<file path="src/rtl/usb_fs_rx_pkg.sv">
package usb_fs_rx_pkg;
  // Line state coded as {dp, dm}
  typedef enum logic [1:0] {
    LS_SE0 = 2'b00,
    LS_K   = 2'b01,
    LS_J   = 2'b10
  } line_t;

  typedef enum logic {
    ST_HUNT = 1'b0,
    ST_RECV = 1'b1
  } rx_st_t;

  localparam int SYNC_LEN = 8;
  // 1 = K, oldest sample in the MSB: K J K J K J K K
  localparam logic [SYNC_LEN-1:0] SYNC_PAT = 8'b1010_1011;
endpackage

</file>
<file path="src/rtl/usb_fs_rx_front.sv">
module usb_fs_rx_front
  import usb_fs_rx_pkg::*;
#(
  parameter int SYNC_STAGES = 2
) (
  input  logic  clk,
  input  logic  rst,
  input  logic  dp_i,
  input  logic  dm_i,
  output line_t ls_o
);
  logic [SYNC_STAGES-1:0] dp_s, dm_s;
  logic                   dp_q, dm_q;
  line_t                  cls;

  always_ff @(posedge clk) begin
    if (rst) begin
      dp_s <= '1;
      dm_s <= '0;
    end else begin
      dp_s <= {dp_s[SYNC_STAGES-2:0], dp_i};
      dm_s <= {dm_s[SYNC_STAGES-2:0], dm_i};
    end
  end

  assign dp_q = dp_s[SYNC_STAGES-1];
  assign dm_q = dm_s[SYNC_STAGES-1];

  // both lines equal: single-ended condition
  always_comb begin
    if (dp_q == dm_q)  cls = LS_SE0;
    else if (dp_q)     cls = LS_J;
    else               cls = LS_K;
  end

  always_ff @(posedge clk) begin
    if (rst) ls_o <= LS_J;
    else     ls_o <= cls;
  end
endmodule

</file>
<file path="src/rtl/usb_fs_rx_bitclk.sv">
module usb_fs_rx_bitclk
  import usb_fs_rx_pkg::*;
#(
  parameter int OVS = 4
) (
  input  logic  clk,
  input  logic  rst,
  input  line_t ls_i,
  output logic  smp_o,
  output line_t smp_ls_o
);
  localparam int PW = (OVS > 2) ? $clog2(OVS) : 1;
  localparam logic [PW-1:0] MID  = PW'(OVS / 2);
  localparam logic [PW-1:0] LAST = PW'(OVS - 1);

  line_t         prev_q;
  logic [PW-1:0] ph_q, ph_nxt;

  // phase restarts on every change of line state
  always_comb begin
    if (ls_i != prev_q)    ph_nxt = '0;
    else if (ph_q == LAST) ph_nxt = '0;
    else                   ph_nxt = ph_q + 1'b1;
  end

  always_ff @(posedge clk) begin
    if (rst) begin
      prev_q   <= LS_J;
      ph_q     <= '0;
      smp_o    <= 1'b0;
      smp_ls_o <= LS_J;
    end else begin
      prev_q   <= ls_i;
      ph_q     <= ph_nxt;
      smp_o    <= (ph_nxt == MID);
      smp_ls_o <= ls_i;
    end
  end
endmodule

</file>
<file path="src/rtl/usb_fs_rx_decode.sv">
module usb_fs_rx_decode
  import usb_fs_rx_pkg::*;
#(
  parameter int DW      = 8,
  parameter int RUN_MAX = 6
) (
  input  logic          clk,
  input  logic          rst,
  input  logic          smp_i,
  input  line_t         smp_ls_i,
  output logic          bit_o,
  output logic          bit_vld_o,
  output logic [DW-1:0] byte_o,
  output logic          byte_vld_o,
  output logic          eop_o,
  output logic          stuff_err_o,
  output logic          active_o
);
  localparam int BCW = (DW > 2) ? $clog2(DW) : 1;
  localparam int RCW = $clog2(RUN_MAX + 1);

  rx_st_t              st_q;
  line_t               last_q;
  logic                se0_q;
  logic [SYNC_LEN-1:0] win_q, win_nxt;
  logic [RCW-1:0]      ones_q;
  logic [BCW-1:0]      bcnt_q;
  logic [DW-1:0]       sr_q, sr_nxt;
  logic                is_k, nrzi_one;

  assign is_k     = (smp_ls_i == LS_K);
  assign nrzi_one = (smp_ls_i == last_q);
  assign win_nxt  = {win_q[SYNC_LEN-2:0], is_k};
  assign sr_nxt   = {nrzi_one, sr_q[DW-1:1]};
  assign active_o = (st_q == ST_RECV);

  always_ff @(posedge clk) begin
    if (rst) begin
      st_q        <= ST_HUNT;
      last_q      <= LS_J;
      se0_q       <= 1'b0;
      win_q       <= '0;
      ones_q      <= '0;
      bcnt_q      <= '0;
      sr_q        <= '0;
      bit_o       <= 1'b0;
      bit_vld_o   <= 1'b0;
      byte_o      <= '0;
      byte_vld_o  <= 1'b0;
      eop_o       <= 1'b0;
      stuff_err_o <= 1'b0;
    end else begin
      bit_vld_o   <= 1'b0;
      byte_vld_o  <= 1'b0;
      eop_o       <= 1'b0;
      stuff_err_o <= 1'b0;
      if (smp_i) begin
        if (smp_ls_i == LS_SE0) begin
          win_q  <= '0;
          last_q <= LS_J;
          if (st_q == ST_RECV) begin
            if (se0_q) begin
              eop_o <= 1'b1;
              st_q  <= ST_HUNT;
              se0_q <= 1'b0;
            end else begin
              se0_q <= 1'b1;
            end
          end
        end else begin
          last_q <= smp_ls_i;
          if (st_q == ST_HUNT) begin
            if (win_nxt == SYNC_PAT) begin
              st_q   <= ST_RECV;
              win_q  <= '0;
              ones_q <= RCW'(1);
              bcnt_q <= '0;
              se0_q  <= 1'b0;
            end else begin
              win_q <= win_nxt;
            end
          end else if (se0_q) begin
            // lone single-ended bit: drop the packet silently
            st_q  <= ST_HUNT;
            se0_q <= 1'b0;
            win_q <= {{(SYNC_LEN-1){1'b0}}, is_k};
          end else if (ones_q == RCW'(RUN_MAX)) begin
            if (nrzi_one) begin
              stuff_err_o <= 1'b1;
              st_q        <= ST_HUNT;
              win_q       <= {{(SYNC_LEN-1){1'b0}}, is_k};
            end else begin
              ones_q <= '0;
            end
          end else begin
            bit_o     <= nrzi_one;
            bit_vld_o <= 1'b1;
            ones_q    <= nrzi_one ? ones_q + 1'b1 : '0;
            sr_q      <= sr_nxt;
            if (bcnt_q == BCW'(DW - 1)) begin
              bcnt_q     <= '0;
              byte_o     <= sr_nxt;
              byte_vld_o <= 1'b1;
            end else begin
              bcnt_q <= bcnt_q + 1'b1;
            end
          end
        end
      end
    end
  end
endmodule

</file>
<file path="src/rtl/usb_fs_rx_busrst.sv">
module usb_fs_rx_busrst
  import usb_fs_rx_pkg::*;
#(
  parameter int LIMIT = 480000
) (
  input  logic  clk,
  input  logic  rst,
  input  line_t ls_i,
  output logic  bus_rst_o
);
  localparam int CW = $clog2(LIMIT + 1);

  logic [CW-1:0] cnt_q;
  logic          se0;

  assign se0 = (ls_i == LS_SE0);

  always_ff @(posedge clk) begin
    if (rst) begin
      cnt_q     <= '0;
      bus_rst_o <= 1'b0;
    end else begin
      if (!se0)                     cnt_q <= '0;
      else if (cnt_q != CW'(LIMIT)) cnt_q <= cnt_q + 1'b1;
      bus_rst_o <= se0 && (cnt_q >= CW'(LIMIT - 1));
    end
  end
endmodule

</file>
<file path="src/rtl/usb_fs_rx.sv">
module usb_fs_rx
  import usb_fs_rx_pkg::*;
#(
  parameter int OVS          = 4,
  parameter int DW           = 8,
  parameter int RUN_MAX      = 6,
  parameter int SYNC_STAGES  = 2,
  parameter int RESET_CYCLES = 480000
) (
  input  logic          clk,
  input  logic          rst,
  input  logic          dp_i,
  input  logic          dm_i,
  output logic          bit_o,
  output logic          bit_vld_o,
  output logic [DW-1:0] byte_o,
  output logic          byte_vld_o,
  output logic          eop_o,
  output logic          stuff_err_o,
  output logic          bus_rst_o,
  output logic          rx_active_o
);
  line_t ls;
  line_t smp_ls;
  logic  smp;

  usb_fs_rx_front #(.SYNC_STAGES(SYNC_STAGES)) u_front (
    .clk (clk),
    .rst (rst),
    .dp_i(dp_i),
    .dm_i(dm_i),
    .ls_o(ls)
  );

  usb_fs_rx_bitclk #(.OVS(OVS)) u_bitclk (
    .clk     (clk),
    .rst     (rst),
    .ls_i    (ls),
    .smp_o   (smp),
    .smp_ls_o(smp_ls)
  );

  usb_fs_rx_decode #(.DW(DW), .RUN_MAX(RUN_MAX)) u_decode (
    .clk        (clk),
    .rst        (rst),
    .smp_i      (smp),
    .smp_ls_i   (smp_ls),
    .bit_o      (bit_o),
    .bit_vld_o  (bit_vld_o),
    .byte_o     (byte_o),
    .byte_vld_o (byte_vld_o),
    .eop_o      (eop_o),
    .stuff_err_o(stuff_err_o),
    .active_o   (rx_active_o)
  );

  usb_fs_rx_busrst #(.LIMIT(RESET_CYCLES)) u_busrst (
    .clk      (clk),
    .rst      (rst),
    .ls_i     (ls),
    .bus_rst_o(bus_rst_o)
  );
endmodule

</file>
<file path="config.mk">
export PLATFORM = sky130hd
export DESIGN_NAME = usb_fs_rx
export DESIGN_NICKNAME = d
export VERILOG_FILES = /design/src/rtl/usb_fs_rx_pkg.sv /design/src/rtl/usb_fs_rx_front.sv /design/src/rtl/usb_fs_rx_bitclk.sv /design/src/rtl/usb_fs_rx_decode.sv /design/src/rtl/usb_fs_rx_busrst.sv /design/src/rtl/usb_fs_rx.sv
export SDC_FILE = /design/constraint.sdc
export NUM_CORES = 1
export LEC_CHECK = 0
export BUFFER_PORTS_ARGS = -buffer_cell sky130_fd_sc_hd__buf_4
export CORE_ASPECT_RATIO = 1.75
export CORE_UTILIZATION = 41
export CTS_BUF_LIST = sky130_fd_sc_hd__clkbuf_16
export DETAILED_ROUTE_END_ITERATION = 6
export GPL_TIMING_DRIVEN = 1
export PLACE_DENSITY_LB_ADDON = 0.2
export REMOVE_ABC_BUFFERS = 1
export SETUP_SLACK_MARGIN = 0.2
export SYNTH_ARGS = -nofsm -noshare
export SYNTH_HDL_FRONTEND = slang
export SYNTH_SLANG_ARGS = --single-unit
</file>
<file path="constraint.sdc">
create_clock -name clk -period 2.2 [get_ports clk]
set_clock_uncertainty 0.2 [all_clocks]
set_input_delay 0.33 -clock clk [delete_from_list [all_inputs] [get_ports clk]]
set_output_delay 0.33 -clock clk [all_outputs]
set_load 0.02 [all_outputs]
</file>
==> results.yml <==
finish:
  antenna_cells: 0
  drive_gt1_share_pct: 17.66
  fin_util_pct: 51.70
  fin_area_um2: 3406
  nets: 341
  mostFrequentLayoutCell: "dfxtp_1"
  mostFrequentLayoutCells: "65 x dfxtp_1, 49 x nor2_1, 24 x buf_4"
  stdcell_count: 416
  syn_to_final_growth_pct: 21.09
yosys:
  ys_ff_latch: 67
  synth_edf_count: 0
  ys_types: 47
  synth_flop_cell: "dfxtp_1"
  syn-mean-instance-area_um2: 9.222
  yosysSeqAreaShare_pct: 47.69
  ys_warn_count: 0
  synth_area_leaders: "dfxtp_1 48%, nor2_1 6.5%, mux2i_1 6.0%, xor2_1 4.7%, ha_1 3.6%"
  async_flop_share_pct: 0
  syn_area_um2: 2813
  synth_top_area_share_pct: 47.69
  synth_top_cell_by_area: "dfxtp_1"
  syn_inst: 305
place:
  placedInstanceArea_um2: 3038
  place_congestion: 0.7760
  dp.cells: 398
  hpwl_mm: 3.567
  numPortBuffers: 18
routing:
  drc: 0
  first_pass_iters: 4
  drt-initial-drc-count: 119
  vias_per_cell: 5.029
  via_count: 2092
  wire_per_inst_um: 12.24
  wirelength_mm: 5.093
  ant_nets: 0
grt:
  grt_max_degree: 26
  grt_pass1_wl_mm: 9.052
  grt.overflow.total: 0
  grt_antenna_before_repair: 0
  grt_usage_pct: 16.37
  grt_pass1_vias: 2103
critical_path:
  cp-end-kind: "flip-flop"
  cp_slowest_stage_delay_ns: 0.37
  arrival_ns: 1.92
  cp_top_family: "simple AND/OR/NAND/NOR gates"
  critical_path.cell_chain: "ha_2, nand3_1, or2_1, or3_1, a311oi_2"
  cpMaxStageDelayCell: "dfxtp_2"
  critical_path_class: "flip-flop to flip-flop"
  crit_fanout: 6
  required_ns: 2.24
  critPathBufInv: 0
  cp-start-kind: "flip-flop"
sta:
  finalSetupTns_ns: 0
  slew_violations: 0
  fmax_mhz: 530.1
  setup-violations-final: 0
  fin_crit_sh_pct: 85.75
  rsz0062_at_grt: "true"
  hold_viol: 0
  slew_headroom_pct: 74.56
  tightest_slew_ns: 0.3810
  fin_crit_ns: 1.887
cts:
  clkLatencyLatePin_ns: 0.33
  cts.sinks: 67
  htree_num_levels: 3
  clockBufferDepth: 2
  clk_pin_slew_ns: 0.05
  root_buffer: "clkbuf_16"
  cts_buffers: 9
  cts_tree: "done"
die:
  core_um2: 6588
  die_h_um: 111.6
  ioPinCount: 19
  start_util_pct: 42.70
  std_cell_rows: 39
  dieArea_um2: 7209
  chipWidth_um: 64.61
power:
  power_frac_comb_pct: 2.2
  leakage_nw: 1.368
  pwr-share-seq_pct: 44.6
  power_density_nw_per_um2: 813.9
  p_sw_mw: 0.5414
  p_clk_share_pct: 53.2
  p_int_mw: 2.231
  finalPower_mw: 2.772
  swShare_pct: 19.53
  peakVddDrop_mv: 0.3954
outcome:
  outcome: "complete, no violations"
hold_path:
  min_path_type: "primary input to flip-flop"
job:
  drv_cap: 0
## cell usage after synthesis (2+ instances only)
cell / instances
a21oi_1: 11
nor3_1: 7
o21a_1: 2
or3_1: 4
nand3_1: 11
dfxtp_1: 67
inv_1: 9
nor2b_1: 6
nand2_1: 20
nor2_1: 49
xor2_1: 15
xnor2_1: 5
or2_1: 3
nand4b_1: 2
and4_1: 2
o21ai_1: 5
nand3b_1: 6
nand4_1: 5
buf_2: 4
and2_1: 2
o21ai_0: 5
and3_1: 2
or2_2: 6
mux2i_1: 17
clkbuf_1: 8
nand2b_1: 2
ha_1: 8
nor4_1: 3
## stage by stage
step                      setup slack [ns]  hold WS (ns)
after floorplan                   -0.09598        0.1895
after global placement              0.2195        0.1970
after detailed placement            0.2048        0.2044
after CTS                           0.2034      0.007072
after global routing                0.1846      0.009437
final                               0.3135       0.01240
## path summary, 6_finish.rpt
check / start / endpoint / slack [ns] / depth (start not counted)
max: u_busrst.cnt_q[1]$_SDFFE_PP0P_ / u_busrst.bus_rst_o$_SDFF_PP0_ / 0.31 / 5
min: dm_i / u_front.dm_s[0]$_SDFF_PP0_ / 0.01 / 2
max reg2reg: u_busrst.cnt_q[1]$_SDFFE_PP0P_ / u_busrst.bus_rst_o$_SDFF_PP0_ / 0.31 / 5
min reg2reg: u_front.dp_s[0]$_SDFF_PP1_ / u_front.dp_s[1]$_SDFF_PP1_ / 0.22 / 1
## repair_timing
item	4_1_cts	5_1_grt
gates resized for setup	1	10
endpoints found under the hold margin	1	0
pin swaps	0	1
setup buffers	0	1
setup endpoints to repair	1	24
hold buffers	1	0
## final cells by class
cell class              instances  area, µm²
clock buffers                   9      225.2
clock inverters                 7      85.08
fillers                       650       3182
inverters                       9      33.78
multi-input cells             216       1414
flip-flops and latches         67       1344
well taps                      82      102.6
repair buffers                 26      201.4
## metal layers
metal  routed length (µm)  vias to the layer above  part of all wire [%]  track usage [%]
met5                    0                        -                     0                0
met4                  111                        0                   2.2            9.630
met3                  171                        8                   3.4            5.533
met2                 2703                       26                    53            27.93
met1                 2107                      972                    41            16.92
li1                     -                     1086                     -                -
## power by group through the flow
stage | combinational, mW | clock [mW] | sequential, mW
4_1_cts | 0.0626 | 1.52 | 1.24
2_1_floorplan | 0.0320 | 0 | 1.26
3_3_place_gp | 0.0583 | 0 | 1.26
5_1_grt | 0.0692 | 1.58 | 1.24
3_5_place_dp | 0.0606 | 0 | 1.26
6_report | 0.0607 | 1.47 | 1.24
## flip-flops by register name (all words and copies together) (netlist names), 2 cells and up
register and cells:
u_decode.ones_q 3, u_busrst.cnt_q 19, u_bitclk.smp_ls_o 2, u_bitclk.ph_q 2, u_decode.bcnt_q 3, u_front.dp_s 2
u_decode.last_q 2, u_decode.byte_o 8, u_front.dm_s 2, u_decode.sr_q 6, u_front.ls_o 2, u_decode.win_q 7
## cells by family (layout without fill, tap and decap cells)
kind of cell               count (synthesis)  count (layout)  synth area share, %
AOI/OAI and AO/OA                         32              32                7.295
xor gates and xnor gates                  20              20                6.228
adders and majority gates                  8               8                3.559
buffers and inverters                     22              51                3.247
DFF                                       67              67                47.69
muxes                                     17              17                6.050
and+or+nand+nor                          139             139                25.93
## worst register-to-register path: stages, from the launching register on
cell	delay, ns
dfxtp_2	0.37
ha_2	0.22
nand3_1	0.10
or2_1	0.27
or3_1	0.37
a311oi_2	0.26
(Power assumes the default switching activity.)
